==> config.mk <==
export PLATFORM = sky130hd
export DESIGN_NAME = disp_pwron_seq
export DESIGN_NICKNAME = d
export VERILOG_FILES = /design/src/rtl/disp_pwron_pkg.sv /design/src/rtl/disp_pwron_timer.sv /design/src/rtl/disp_pwron_decode.sv /design/src/rtl/disp_pwron_fsm.sv /design/src/rtl/disp_pwron_seq.sv
export SDC_FILE = /design/constraint.sdc
export NUM_CORES = 1
export LEC_CHECK = 0
export BUFFER_PORTS_ARGS = -buffer_cell sky130_fd_sc_hd__buf_2
export CAP_MARGIN = 10
export CORE_MARGIN = 2
export CORE_UTILIZATION = 50
export CTS_CLUSTER_SIZE = 16
export DETAILED_ROUTE_END_ITERATION = 7
export PLACE_DENSITY = 0.74
export REMOVE_ABC_BUFFERS = 1
export SYNTH_ARGS = -nofsm -noshare
export SYNTH_HDL_FRONTEND = slang
export SYNTH_SLANG_ARGS = --single-unit
==> constraint.sdc <==
create_clock -name clk -period 2.2 [get_ports clk]
set_clock_uncertainty 0.1 [all_clocks]
set_input_delay 0.22 -clock clk [delete_from_list [all_inputs] [get_ports clk]]
set_output_delay 0.22 -clock clk [all_outputs]
set_load 0.05 [all_outputs]
==> src/rtl/disp_pwron_pkg.sv <==
package disp_pwron_pkg;

   typedef enum logic [3:0] {
      ST_IDLE,
      ST_POWER,
      ST_RD_REQ,
      ST_RD_WAIT,
      ST_RST_LOW,
      ST_RST_SETTLE,
      ST_SWR_REQ,
      ST_SWR_WAIT,
      ST_POST,
      ST_FINISH
   } seq_state_t;

   localparam logic [7:0] CMD_SOFT_RESET  = 8'h01;
   localparam logic [7:0] CMD_READ_PWR    = 8'h0A;
   // power-mode bits 0, 1 and 7 are reserved and excluded from the compare
   localparam logic [7:0] PWR_IGNORE_MASK = 8'h83;
   // bits 2, 3, 4: display on, normal mode, out of sleep
   localparam logic [7:0] PWR_ON_PATTERN  = 8'h1C;

   function automatic int unsigned max_u(input int unsigned a, input int unsigned b);
      return (a > b) ? a : b;
   endfunction

endpackage

==> src/rtl/disp_pwron_timer.sv <==
module disp_pwron_timer #(
   parameter int unsigned TW = 17
) (
   input  logic          clk,
   input  logic          rst_n,
   input  logic          load_i,
   input  logic [TW-1:0] val_i,
   input  logic          tick_i,
   output logic          zero_o
);

   logic [TW-1:0] cnt_q;

   always_ff @(posedge clk or negedge rst_n) begin
      if (!rst_n)                        cnt_q <= '0;
      else if (load_i)                   cnt_q <= val_i;
      else if (tick_i && cnt_q != '0)    cnt_q <= cnt_q - 1'b1;
   end

   assign zero_o = (cnt_q == '0);

endmodule

==> src/rtl/disp_pwron_decode.sv <==
module disp_pwron_decode
   import disp_pwron_pkg::*;
(
   input  logic [7:0] pm_i,
   output logic       on_o
);

   assign on_o = ((pm_i & ~PWR_IGNORE_MASK) == PWR_ON_PATTERN);

endmodule

==> src/rtl/disp_pwron_fsm.sv <==
module disp_pwron_fsm
   import disp_pwron_pkg::*;
#(
   parameter int unsigned TW        = 17,
   parameter int unsigned HOLD_US   = 20,
   parameter int unsigned SETTLE_US = 120000,
   parameter int unsigned SHORT_US  = 5000,
   parameter int unsigned LONG_US   = 120000
) (
   input  logic          clk,
   input  logic          rst_n,
   input  logic          start_i,
   input  logic          cond_i,
   input  logic          hw_line_i,
   input  logic          disp_on_i,
   input  logic          cmd_done_i,
   input  logic          cmd_err_i,
   input  logic          tmr_zero_i,
   output logic          tmr_load_o,
   output logic [TW-1:0] tmr_val_o,
   output logic          cmd_valid_o,
   output logic          cmd_rd_o,
   output logic [7:0]    cmd_byte_o,
   output logic          lcd_rst_n_o,
   output logic          reg_en_o,
   output logic          done_o,
   output logic          did_reset_o,
   output logic          already_on_o,
   output logic          error_o
);

   localparam logic [TW-1:0] T_HOLD   = TW'(HOLD_US);
   localparam logic [TW-1:0] T_SETTLE = TW'(SETTLE_US);
   localparam logic [TW-1:0] T_SHORT  = TW'(SHORT_US);
   localparam logic [TW-1:0] T_LONG   = TW'(LONG_US);

   seq_state_t state_q, state_d;
   logic       hw_q, cond_q;

   always_comb begin
      state_d    = state_q;
      tmr_load_o = 1'b0;
      tmr_val_o  = '0;
      unique case (state_q)
         ST_IDLE:    if (start_i) state_d = ST_POWER;
         ST_POWER: begin
            if (cond_q) state_d = ST_RD_REQ;
            else if (hw_q) begin
               state_d    = ST_RST_LOW;
               tmr_load_o = 1'b1;
               tmr_val_o  = T_HOLD;
            end else state_d = ST_SWR_REQ;
         end
         ST_RD_REQ:  state_d = ST_RD_WAIT;
         ST_RD_WAIT: begin
            if (cmd_done_i) begin
               if (!cmd_err_i && disp_on_i) state_d = ST_FINISH;
               else if (hw_q) begin
                  state_d    = ST_RST_LOW;
                  tmr_load_o = 1'b1;
                  tmr_val_o  = T_HOLD;
               end else state_d = ST_SWR_REQ;
            end
         end
         ST_RST_LOW: begin
            if (tmr_zero_i) begin
               state_d    = ST_RST_SETTLE;
               tmr_load_o = 1'b1;
               tmr_val_o  = T_SETTLE;
            end
         end
         ST_RST_SETTLE: if (tmr_zero_i) state_d = ST_SWR_REQ;
         ST_SWR_REQ:    state_d = ST_SWR_WAIT;
         ST_SWR_WAIT: begin
            if (cmd_done_i) begin
               if (cmd_err_i) state_d = ST_FINISH;
               else begin
                  state_d    = ST_POST;
                  tmr_load_o = 1'b1;
                  tmr_val_o  = hw_q ? T_SHORT : T_LONG;
               end
            end
         end
         ST_POST:   if (tmr_zero_i) state_d = ST_FINISH;
         ST_FINISH: state_d = ST_IDLE;
         default:   state_d = ST_IDLE;
      endcase
   end

   always_ff @(posedge clk or negedge rst_n) begin
      if (!rst_n) begin
         state_q      <= ST_IDLE;
         hw_q         <= 1'b0;
         cond_q       <= 1'b0;
         reg_en_o     <= 1'b0;
         did_reset_o  <= 1'b0;
         already_on_o <= 1'b0;
         error_o      <= 1'b0;
      end else begin
         state_q <= state_d;
         if (state_q == ST_IDLE && start_i) begin
            hw_q         <= hw_line_i;
            cond_q       <= cond_i;
            reg_en_o     <= 1'b1;
            did_reset_o  <= 1'b0;
            already_on_o <= 1'b0;
            error_o      <= 1'b0;
         end
         if (state_q == ST_RD_WAIT && cmd_done_i && !cmd_err_i && disp_on_i)
            already_on_o <= 1'b1;
         if (state_q == ST_SWR_WAIT && cmd_done_i && cmd_err_i) begin
            reg_en_o <= 1'b0;
            error_o  <= 1'b1;
         end
         if (state_q == ST_POST && tmr_zero_i)
            did_reset_o <= 1'b1;
      end
   end

   assign cmd_valid_o = (state_q == ST_RD_REQ) || (state_q == ST_SWR_REQ);
   assign cmd_rd_o    = (state_q == ST_RD_REQ);
   assign cmd_byte_o  = (state_q == ST_RD_REQ)  ? CMD_READ_PWR :
                        (state_q == ST_SWR_REQ) ? CMD_SOFT_RESET : 8'h00;
   assign lcd_rst_n_o = (state_q != ST_RST_LOW);
   assign done_o      = (state_q == ST_FINISH);

endmodule

==> src/rtl/disp_pwron_seq.sv <==
module disp_pwron_seq
   import disp_pwron_pkg::*;
#(
   parameter int unsigned HOLD_US   = 20,
   parameter int unsigned SETTLE_US = 120000,
   parameter int unsigned SHORT_US  = 5000,
   parameter int unsigned LONG_US   = 120000
) (
   input  logic       clk,
   input  logic       rst_n,
   input  logic       start_i,
   input  logic       cond_i,
   input  logic       hw_rst_present_i,
   input  logic       us_tick_i,
   output logic       cmd_valid_o,
   output logic       cmd_rd_o,
   output logic [7:0] cmd_byte_o,
   input  logic       cmd_done_i,
   input  logic       cmd_err_i,
   input  logic [7:0] cmd_rdata_i,
   output logic       lcd_rst_n_o,
   output logic       reg_en_o,
   output logic       done_o,
   output logic       did_reset_o,
   output logic       already_on_o,
   output logic       error_o
);

   localparam int unsigned MAX_US = max_u(max_u(HOLD_US, SETTLE_US), max_u(SHORT_US, LONG_US));
   localparam int unsigned TW     = $clog2(MAX_US + 1);

   if (HOLD_US == 0 || SETTLE_US == 0 || SHORT_US == 0 || LONG_US == 0) begin : g_bad_wait
      $error("disp_pwron_seq: every wait must be at least one tick");
   end
   if (SHORT_US > LONG_US) begin : g_bad_order
      $error("disp_pwron_seq: the wait after a pin reset must not exceed the blind wait");
   end

   logic          tmr_load, tmr_zero, disp_on;
   logic [TW-1:0] tmr_val;

   disp_pwron_decode u_decode (
      .pm_i (cmd_rdata_i),
      .on_o (disp_on)
   );

   disp_pwron_timer #(.TW(TW)) u_timer (
      .clk    (clk),
      .rst_n  (rst_n),
      .load_i (tmr_load),
      .val_i  (tmr_val),
      .tick_i (us_tick_i),
      .zero_o (tmr_zero)
   );

   disp_pwron_fsm #(
      .TW(TW), .HOLD_US(HOLD_US), .SETTLE_US(SETTLE_US),
      .SHORT_US(SHORT_US), .LONG_US(LONG_US)
   ) u_fsm (
      .clk          (clk),
      .rst_n        (rst_n),
      .start_i      (start_i),
      .cond_i       (cond_i),
      .hw_line_i    (hw_rst_present_i),
      .disp_on_i    (disp_on),
      .cmd_done_i   (cmd_done_i),
      .cmd_err_i    (cmd_err_i),
      .tmr_zero_i   (tmr_zero),
      .tmr_load_o   (tmr_load),
      .tmr_val_o    (tmr_val),
      .cmd_valid_o  (cmd_valid_o),
      .cmd_rd_o     (cmd_rd_o),
      .cmd_byte_o   (cmd_byte_o),
      .lcd_rst_n_o  (lcd_rst_n_o),
      .reg_en_o     (reg_en_o),
      .done_o       (done_o),
      .did_reset_o  (did_reset_o),
      .already_on_o (already_on_o),
      .error_o      (error_o)
   );

endmodule

Yosys cells after proc, flatten, opt, wreduce, memory -nomap -nowiden --
Index checks and enable logic that the tools add are counted. W data, S select, Z words.
Storage, ports and cells: flip-flop bits (word level) 27, bits of input ports 16, word-level logic and storage cells 83
Cells by class: $add $sub $neg 1, equal/unequal tests 17, mux-type cells 38, reduce and logical (&&, ||, !) cells 19
Operators by type and width (count):
- $mux W17 | 8
- $pmux W17 S4 | 1
- $pmux W4 S9 | 1
- $mux W4 | 8
- $logic_not A17 Y1 | 1
- $reduce_bool A17 Y1 | 1
- $sub A17 B1 Y17 const B | 1
- $eq A4 B3 Y1 const B | 4
- $mux W1 | 15
- $mux W5 | 2
- $logic_and A1 B1 Y1 | 9
- $eq A4 B2 Y1 const B | 2
- $eq A4 B4 Y1 const B | 2
- $mux W8 | 1
- $reduce_bool A2 Y1 | 4
- $ne A2 B1 Y1 const B | 3
- $ne A2 B2 Y1 const B | 3
- $reduce_and A6 Y1 | 1
- $eq A5 B3 Y1 const B | 1
- $eq A4 B1 Y1 const B | 1
- $logic_not A4 Y1 | 1
- $ne A4 B3 Y1 const B | 1
- $pmux W1 S4 | 1
- $mux W2 | 1
- 2 further kinds | 2

Longest topological paths before layout --
Gate-level depths: netlist of the first run.
word-level depth 6, depth in mapped cells 8

Modules after synthesis --
From an unflattened synthesis of the first run, not the netlist that was laid out.
Unflattened totals: cell total of the unflattened synthesis 237, area total of the unflattened synthesis 1949.4 um2
Modules (own cells, without submodules):
- disp_pwron_timer | instances 1, cells an instance 134, area an instance 1132.3 um2, seq. area each 425.4 um2
- disp_pwron_fsm | instances 1, cells an instance 101, area an instance 804.5 um2, seq. area each 250.2 um2
- disp_pwron_decode | instances 1, cells an instance 2, area an instance 12.5 um2, seq. area each 0.0 um2

Worst setup path before layout of the first run --
OpenSTA, ideal clock, no wires.
path type register to output, from reg u_fsm.state_q[1], to out cmd_byte_o[1], arrival 2.901 ns, required time 1.880 ns, path slack -1.021 ns, stages on the path, launching flop included 5, cell sequence dfrtp_1 -> clkbuf_1 -> inv_1 -> nor4_1 -> buf_4
On the way: word-level cells in the longest chain between the ends 2
RTL lines:
- start, declared | line disp_pwron_fsm.sv:37 | seq_state_t state_q, state_d;
- start signal, assigned | line disp_pwron_fsm.sv:100 | state_q <= state_d;
- $eq A4 B2 Y1
- named net cmd_rd_o | line disp_pwron_seq.sv:16 | output logic cmd_rd_o,
- $mux W8 | line disp_pwron_fsm.sv:122 | assign cmd_byte_o = (state_q == ST_RD_REQ) ? CMD_READ_PWR :
- end, declared | line disp_pwron_seq.sv:17 | output logic [7:0] cmd_byte_o,
The timed path passes the listed nets, and every way through them passes these cells.

Final worst setup path of the first run --
from reg u_timer.cnt_q[0], to reg u_timer.cnt_q[15]
On the way: word-level cells in the longest chain between the ends 4, elaborated cells on any way between the ends 11, classes of those cells 1 x add/sub; 6 x mux; 4 x reduce/logical
RTL lines:
- start, declared | line disp_pwron_timer.sv:12 | logic [TW-1:0] cnt_q;
- start signal, assigned | line disp_pwron_timer.sv:16 | else if (load_i) cnt_q <= val_i;
- start signal, assigned | line disp_pwron_timer.sv:17 | else if (tick_i && cnt_q != '0) cnt_q <= cnt_q - 1'b1;
- parallel branches: the longest is 4 deep, another holds $sub A17 B1 Y17
Parallel ways; which one is timed is not known. The select of a mux whose other input is x is not followed. A chain may end at the register's enable or synchronous reset.

==> results of run 1 <==
-- worst max-delay path: stages (launching register included) --
cell and delay, ns:
dfrtp_1 0.41, or3_4 0.39, or4_4 0.42, or3_4 0.39, nor4_4 0.16, a31o_1 0.17
a22oi_1 0.08
-- timing repair --
item                                   CTS  global route
buffers inserted                         2             0
setup endpoints to repair                8            18
hold buffers                             1             0
endpoints found under the hold margin   27             0
gates resized for setup                  5            17
pin swaps                                2             5
-- state kept, by name, indices dropped and copies added, names as in the netlist --
name / cells
u_fsm.did_reset_o: 1
u_fsm.state_q: 4
u_fsm.hw_q: 1
u_fsm.cond_q: 1
u_timer.cnt_q: 17
u_fsm.already_on_o: 1
u_fsm.error_o: 1
u_fsm.reg_en_o: 1
-- cell type report --
cell class	instances	area, um^2	area share (%)
inverters	7	26.3	1.14
flip-flops and latches	27	676	29.2
clock inverters	1	5.00	0.216
clock buffers	3	22.5	0.974
multi-input cells	165	1160	50.0
well taps	46	57.6	2.49
repair buffers	56	369	16.0
-- logic make-up (layout without fill, tap and decap cells) --
group	count (synthesis)	in the layout	share of synthesized area, %
other cells	1	5	0.205
fa+ha+maj	2	2	1.37
flops	27	27	36.9
compound gates	60	60	22.2
mux	2	2	1.23
xor+xnor	5	5	2.39
buf+inv	24	67	6.63
simple gates	91	91	29.1
-- cell usage after synthesis (3+ instances only) --
master,n,area [um^2]
dfrtp_1,27,676
nor2_1,25,93.8
nand2_1,20,75.1
a21oi_1,17,85.1
buf_4,8,60.1
clkbuf_1,8,30.0
o21ai_0,8,40.0
inv_1,7,26.3
nor3_1,6,30.0
nor4_1,6,37.5
a31oi_1,4,25.0
nor3_2,4,40.0
o21a_1,4,30.0
nand2b_1,3,18.8
nor4_2,3,37.5
o22a_1,3,26.3
o31ai_1,3,22.5
o32a_1,3,30.0
xnor2_1,3,26.3
-- where the power goes --
group	internal [mW]	switching, mW
Clock	0.0683	0.151
Sequential	0.694	0.195
Combinational	0.823	1.21
-- metal layers --
metal | up-vias | GRT usage [%] | routed length (um)
li1 | 860 | - | -
met3 | 17 | 2.60 | 249
met5 | - | 0 | 0
met1 | 881 | 35.5 | 2130
met4 | 0 | 7.71 | 136
met2 | 67 | 40.4 | 2380
-- worst min path at each step --
| stage | from | end | slack (ns) |
|---|---|---|---|
| floorplan | rst_n | u_fsm.already_on_o | -0.18 |
| global placement | rst_n | u_fsm.reg_en_o | 0.16 |
| detailed placement | rst_n | u_fsm.hw_q | 0.16 |
| CTS | hw_rst_present_i | u_fsm.hw_q | 0.009 |
| global route | hw_rst_present_i | u_fsm.hw_q | 0.008 |
| finish | hw_rst_present_i | u_fsm.hw_q | 0.01 |
-- metrics by stage --
stage	std cells	util [%]	power, mW
after floorplan	199	-	2.03
after global placement	298	62.9	2.66
after detailed placement	298	62.9	2.69
after CTS	305	65.3	2.97
after global routing	305	67.7	3.37
final	305	67.7	3.15
==> summary by stage, run 1 <==
Setup path
The type of destination of the critical path is a flop. The worst flop-to-flop path startpoint is u_timer.cnt_q[0]. The required arrival time at the worst endpoint is 2.32 ns. In this run the worst setup path terminates at u_timer.cnt_q[15]. In this run the critical register-to-register path is captured at u_timer.cnt_q[15]. The beginning of the critical path is u_timer.cnt_q[0].

Data arrives at the worst endpoint at 2.36 ns. STA classifies the critical path startpoint as a flop. The worst reg2reg path depth is 6. The largest fanout on the critical path is 5. The setup slack of the worst register-to-register path is -0.04 ns.

The class of the most critical setup path is flop to flop.

Timing
Setup total negative slack on the finished layout was measured at -0.0703 ns. Hold timing on the final database bottoms out at a slack of 0.0112 ns. The final period utilization is 102%. The number of pins exceeding their max-slew limit in the final report is 0.

For the pin with the worst max-slew slack, the measured transition is 0.694 ns. The final hold violation count is 0. The headroom to the max-slew limit is 53.4%.

Setup slack on the critical path of the routed design comes to -0.0413 ns. Setup repair after global routing could not meet its margin everywhere. The fmax is 446 MHz.

For the finished layout, the period the worst path requires is 2.24 ns. Setup violations remaining at the end of the flow were counted as 3.

Power and ir drop
IR analysis of the VDD net gives a maximum drop of 683 uV. The power per unit of standard cell area is 1360 nW/um^2. The cell leakage power is 1.04 nW.

Finish
After routing the design area is 2310 um^2. The fraction of final layout cells sized beyond drive strength 1 is 34.0%. The antenna diode instance count is 0.

After the last flow step, the layout net total stands at 278. The area overhead of the layout relative to synthesis is 26.4%. The top cell types in the final layout, fill and taps aside, are 31 x buf_4, 27 x dfrtp_1, 23 x nor2_1, 23 x buf_2, 20 x nand2_1. The layout has 291 filler cells. The library cell used most frequently in the layout, excluding fill and tap cells, is buf_4.

Logic synthesis
The top flip-flop cell by instance count after synthesis is dfrtp_1. The average instance area after synthesis is 8.63 um^2. The proportion of synthesized flip-flops having asynchronous set or reset is 100%. Summing every instance area after synthesis gives 1830 um^2. In this run, distinct cell masters in the synthesized netlist total 58. Counting every instance in the synthesized netlist gives 212. Synthesis inferred 27 register bits. The register area share after synthesis is 36.9%.

In this run, synthesis inferred 0 flip-flops with an integrated enable. During synthesis, Yosys emitted a total of 0 warnings.

Floorplan
The cell row count is 21. The die is 64.5 um tall. The overall die area is 4160 um^2.

Once the floorplan was initialized, standard cells occupied 53.6% of the core. The area of the core is 3420 um^2. In this run the horizontal extent of the chip is 64.5 um. The I/O pin count is 32.

Global routing
The via count of the first global-routing pass is 1746. The first-pass GRT wire length is 8150 um. The total global routing overflow is 0. Entering global routing, the biggest net connects 28 pins. The initial antenna violation count is 0. Global routing used 25.0% of the available tracks.

Clocking
The TritonCTS clock tree is built. The latest clock arrival within the worst-skew pair is 0.33 ns. CTS built an H-tree with a depth of 1. In this run the clock root is driven by a clkbuf_4. The clock buffer count from CTS is 3. The largest buffer count on any clock path is 2. The clock transition time at the flip-flop clock pins of the worst setup and hold paths is 0.15 ns. The CTS sink count is 27.

Placed design
The sum of net half-perimeters after detailed placement is 3420 um. The placed instances occupy a cell area of 2150 um^2. Prior to clock tree synthesis, the placed netlist has a worst setup slack of -0.0619 ns. The count of buffers added on input and output ports is 23. Routability-driven placement finished with a final weighted congestion of 0.890.

Job
The count of maximum capacitance violations is 0.

Drt
The first detailed-routing pass ran for 4 iterations. The via-per-instance ratio is 5.98. In the routed design, unresolved DRC markers number 0.

The overall via count from detail_route is 1825. The average wire per cell in the routed design is 16.0 um. The final layout contains routed wiring with a total length of 4890 um. After the first detailed-routing iteration, the DRC count stood at 111. The count of nets left with antenna violations once routing finished came out at 0.

Worst hold path
The number of cells on the worst hold path is 2. The path class of the tightest hold or removal check is primary input to flop.

Outcome
The checks that failed: setup timing. The run finished, with violations left.
Power figures use the tool's default switching activity.
==> inputs of run 2 (changes only) <==
- RECOVER_POWER: default -> 100
==> run 2 against run 1 <==
- the run still ends with setup timing left
- sequential power hardly changed
- clock-buffer cell count did not move
- design area down 0.54%
- critical path type unchanged
- largest power group unchanged
==> summary by stage, run 2 (synthesized netlist as in run 1, its figures left out) <==
Outcome
The run finished, with violations left. The checks that failed: setup timing.

Clocking
The clock transition time at the flip-flop clock pins of the worst setup and hold paths came to 0.15 ns (about the same). The root cell of the clock tree is clkbuf_4. The largest buffer count on any clock path is 2 (unchanged). The number of H-tree levels came to 1 (unchanged). The CTS sink count came to 27 (unchanged).

The latest clock arrival within the worst-skew pair is 0.33 ns (about the same). TritonCTS built the clock tree. The clock buffer count from CTS is 3 (unchanged).

Global routing
The pin count of the biggest net entering global routing came to 28 (unchanged). The first-pass GRT wire length is 8150 um (unchanged). The total global routing track utilization is 25.0% (unchanged). The total global routing overflow is 0 (unchanged). The initial antenna violation count is 0 (unchanged). The via count of the first global-routing pass is 1746 (unchanged).

Drt
The remaining design rule violation count is 0 (unchanged). The final wirelength is 4960 um (+1.3%). The via-per-instance ratio was 5.90 (-1.3%). The average wire per cell in the routed design is 16.3 um (+1.3%). The violation count after the first detailed-route iteration is 113 (+1.8%).

The final antenna-violating net count is 0 (unchanged). The number of iterations in the first detailed-routing pass came to 4 (unchanged). The overall via count from detail_route is 1801 (-1.3%).

Setup path
The setup slack of the worst register-to-register path is -0.04 ns (about the same). The largest fanout on the critical path is 5 (unchanged). The element type at the critical path start is a flop. The required arrival time at the worst endpoint is 2.31 ns (about the same). The critical path is of the flop to flop type. The worst reg2reg path depth is 6 (unchanged). The worst setup path is captured at a flop. The critical path data arrival time came to 2.36 ns (about the same).

Timing
The final worst-path setup slack is -0.0429 ns (-0.00165 ns). The setup TNS after final layout was -0.0865 ns (-0.0162 ns). The minimum period implied by the final worst setup slack is 2.24 ns (+0.00165 ns). The fmax came to 446 MHz (about the same). The actual slew at the worst max-slew pin is 1.41 ns (+0.717 ns). Setup repair after global routing could not meet its margin everywhere. The headroom to the max-slew limit came to 5.95% (-47 points). The final period utilization is 102% (about the same). The number of pins exceeding their max-slew limit in the final report was 0 (unchanged). The final count of negative-setup-slack endpoints is 3 (unchanged). The final hold violation count is 0 (unchanged).

Placed design
The worst slack at placement is -0.0619 ns (unchanged). The number of buffer cells added on primary ports came to 23 (unchanged). The cell count after placement came to 298 (unchanged). The final RePlAce weighted congestion is 0.890 (unchanged).

The sum of net half-perimeters after detailed placement is 3420 um (unchanged).

Finish
The number of flip-flops in the largest register was 17 (unchanged). The layout filler cell count is 298 (+2.4%). Leaving out fill and tap cells, the most frequent cells in the layout are 30 x buf_4, 27 x dfrtp_1, 23 x nor2_1. The area overhead of the layout relative to synthesis is 25.7%. The library cell used most frequently in the layout, excluding fill and tap cells, is buf_4.

The total area of multi-input combinational cells is 1150 um^2 (-0.32%). In the final layout, the registers with the most flip-flops are u_timer.cnt_q (17), u_fsm.state_q (4). The sequential standard cell area is 676 um^2 (unchanged). The number of nets in the final layout was 278 (unchanged). The fraction of final layout cells sized beyond drive strength 1 came to 31.7% (-2.3 points). The most flop-heavy register is u_timer.cnt_q.

The post-route non-filler standard cell count is 305 (unchanged). The antenna diode instance count came to 0 (unchanged).

Floorplan
The area of the core is 3420 um^2 (unchanged). The cell row count came to 21 (unchanged). The I/O pin count was 32 (unchanged).

The overall die height came to 64.5 um (unchanged). The effective utilization at floorplan was 53.6% (unchanged). The die extent in x was 64.5 um (unchanged). The overall die area is 4160 um^2 (unchanged).

Power and ir drop
The power per unit of standard cell area is 1360 nW/um^2 (+0.31%). The cell leakage power is 1.02 nW (-1.9%). The worst-case vdd ir drop was 679 uV (-0.60%).

Worst hold path
In this run the worst hold path is classified as primary input to flop. The number of cells on the worst hold path was 2 (unchanged).

Job
The count of maximum capacitance violations is 0 (unchanged).
-- run 2: per-layer routing --
metal  part of all wire [%]  GRT usage (%)  routed length (um)  vias up
met5                      0              0                   0        -
met4                    2.4           7.71                 117        0
met3                    4.9           2.60                 243       14
met2                     49           40.4                2410       59
met1                     44           35.5                2190      866
li1                       -              -                   -      862
-- run 2: where the power goes --
part | leakage [nW] | total [mW] | internal, mW | switching, mW
clock network | 0.0177 | 0.219 | 0.0683 | 0.150
registers | 0.344 | 0.890 | 0.694 | 0.196
logic | 0.659 | 2.03 | 0.815 | 1.21
-- run 2: final cells by class --
cell class	instances	share of cell area, %
inverters	7	1.14
multi-input cells	165	50.1
flip-flops and latches	27	29.4
well taps	46	2.50
clock buffers	3	0.979
clock inverters	1	0.218
repair buffers	56	15.7
-- run 2: worst max-delay path, cell delays in order (launching register included) --
cell and delay (ns):
dfrtp_1 0.41, or3_4 0.39, or4_4 0.42, or3_4 0.39
nor4_4 0.16, a31o_1 0.17, a22oi_1 0.08
-- run 2: what timing repair did --
item,CTS,global route
pin swaps,2,5
setup buffers,2,0
hold endpoints to repair,27,0
hold buffers,1,0
resized for setup,5,17
setup endpoints to repair,8,18
-- run 2: path summary, 6_finish.rpt --
path	start	endpoint
worst max register to register	u_timer.cnt_q[0]	u_timer.cnt_q[15]
worst min-delay path	hw_rst_present_i	u_fsm.hw_q
max in group asynchronous	rst_n	u_timer.cnt_q[11]
worst min register to register	u_fsm.reg_en_o	u_fsm.reg_en_o
min in group asynchronous	rst_n	u_fsm.cond_q
worst max-delay path	u_timer.cnt_q[0]	u_timer.cnt_q[15]
-- run 2: stage by stage --
stage          hold WS [ns]  power [mW]  util [%]  area [um^2]
5_1_grt             0.00785        3.37      67.3         2300
3_5_place_dp          0.160        2.69      62.9         2150
3_3_place_gp          0.163        2.66      62.9         2150
4_1_cts             0.00937        2.97      65.3         2230
6_report             0.0100        3.14      67.3         2300
2_1_floorplan        -0.176        2.03         -         1750
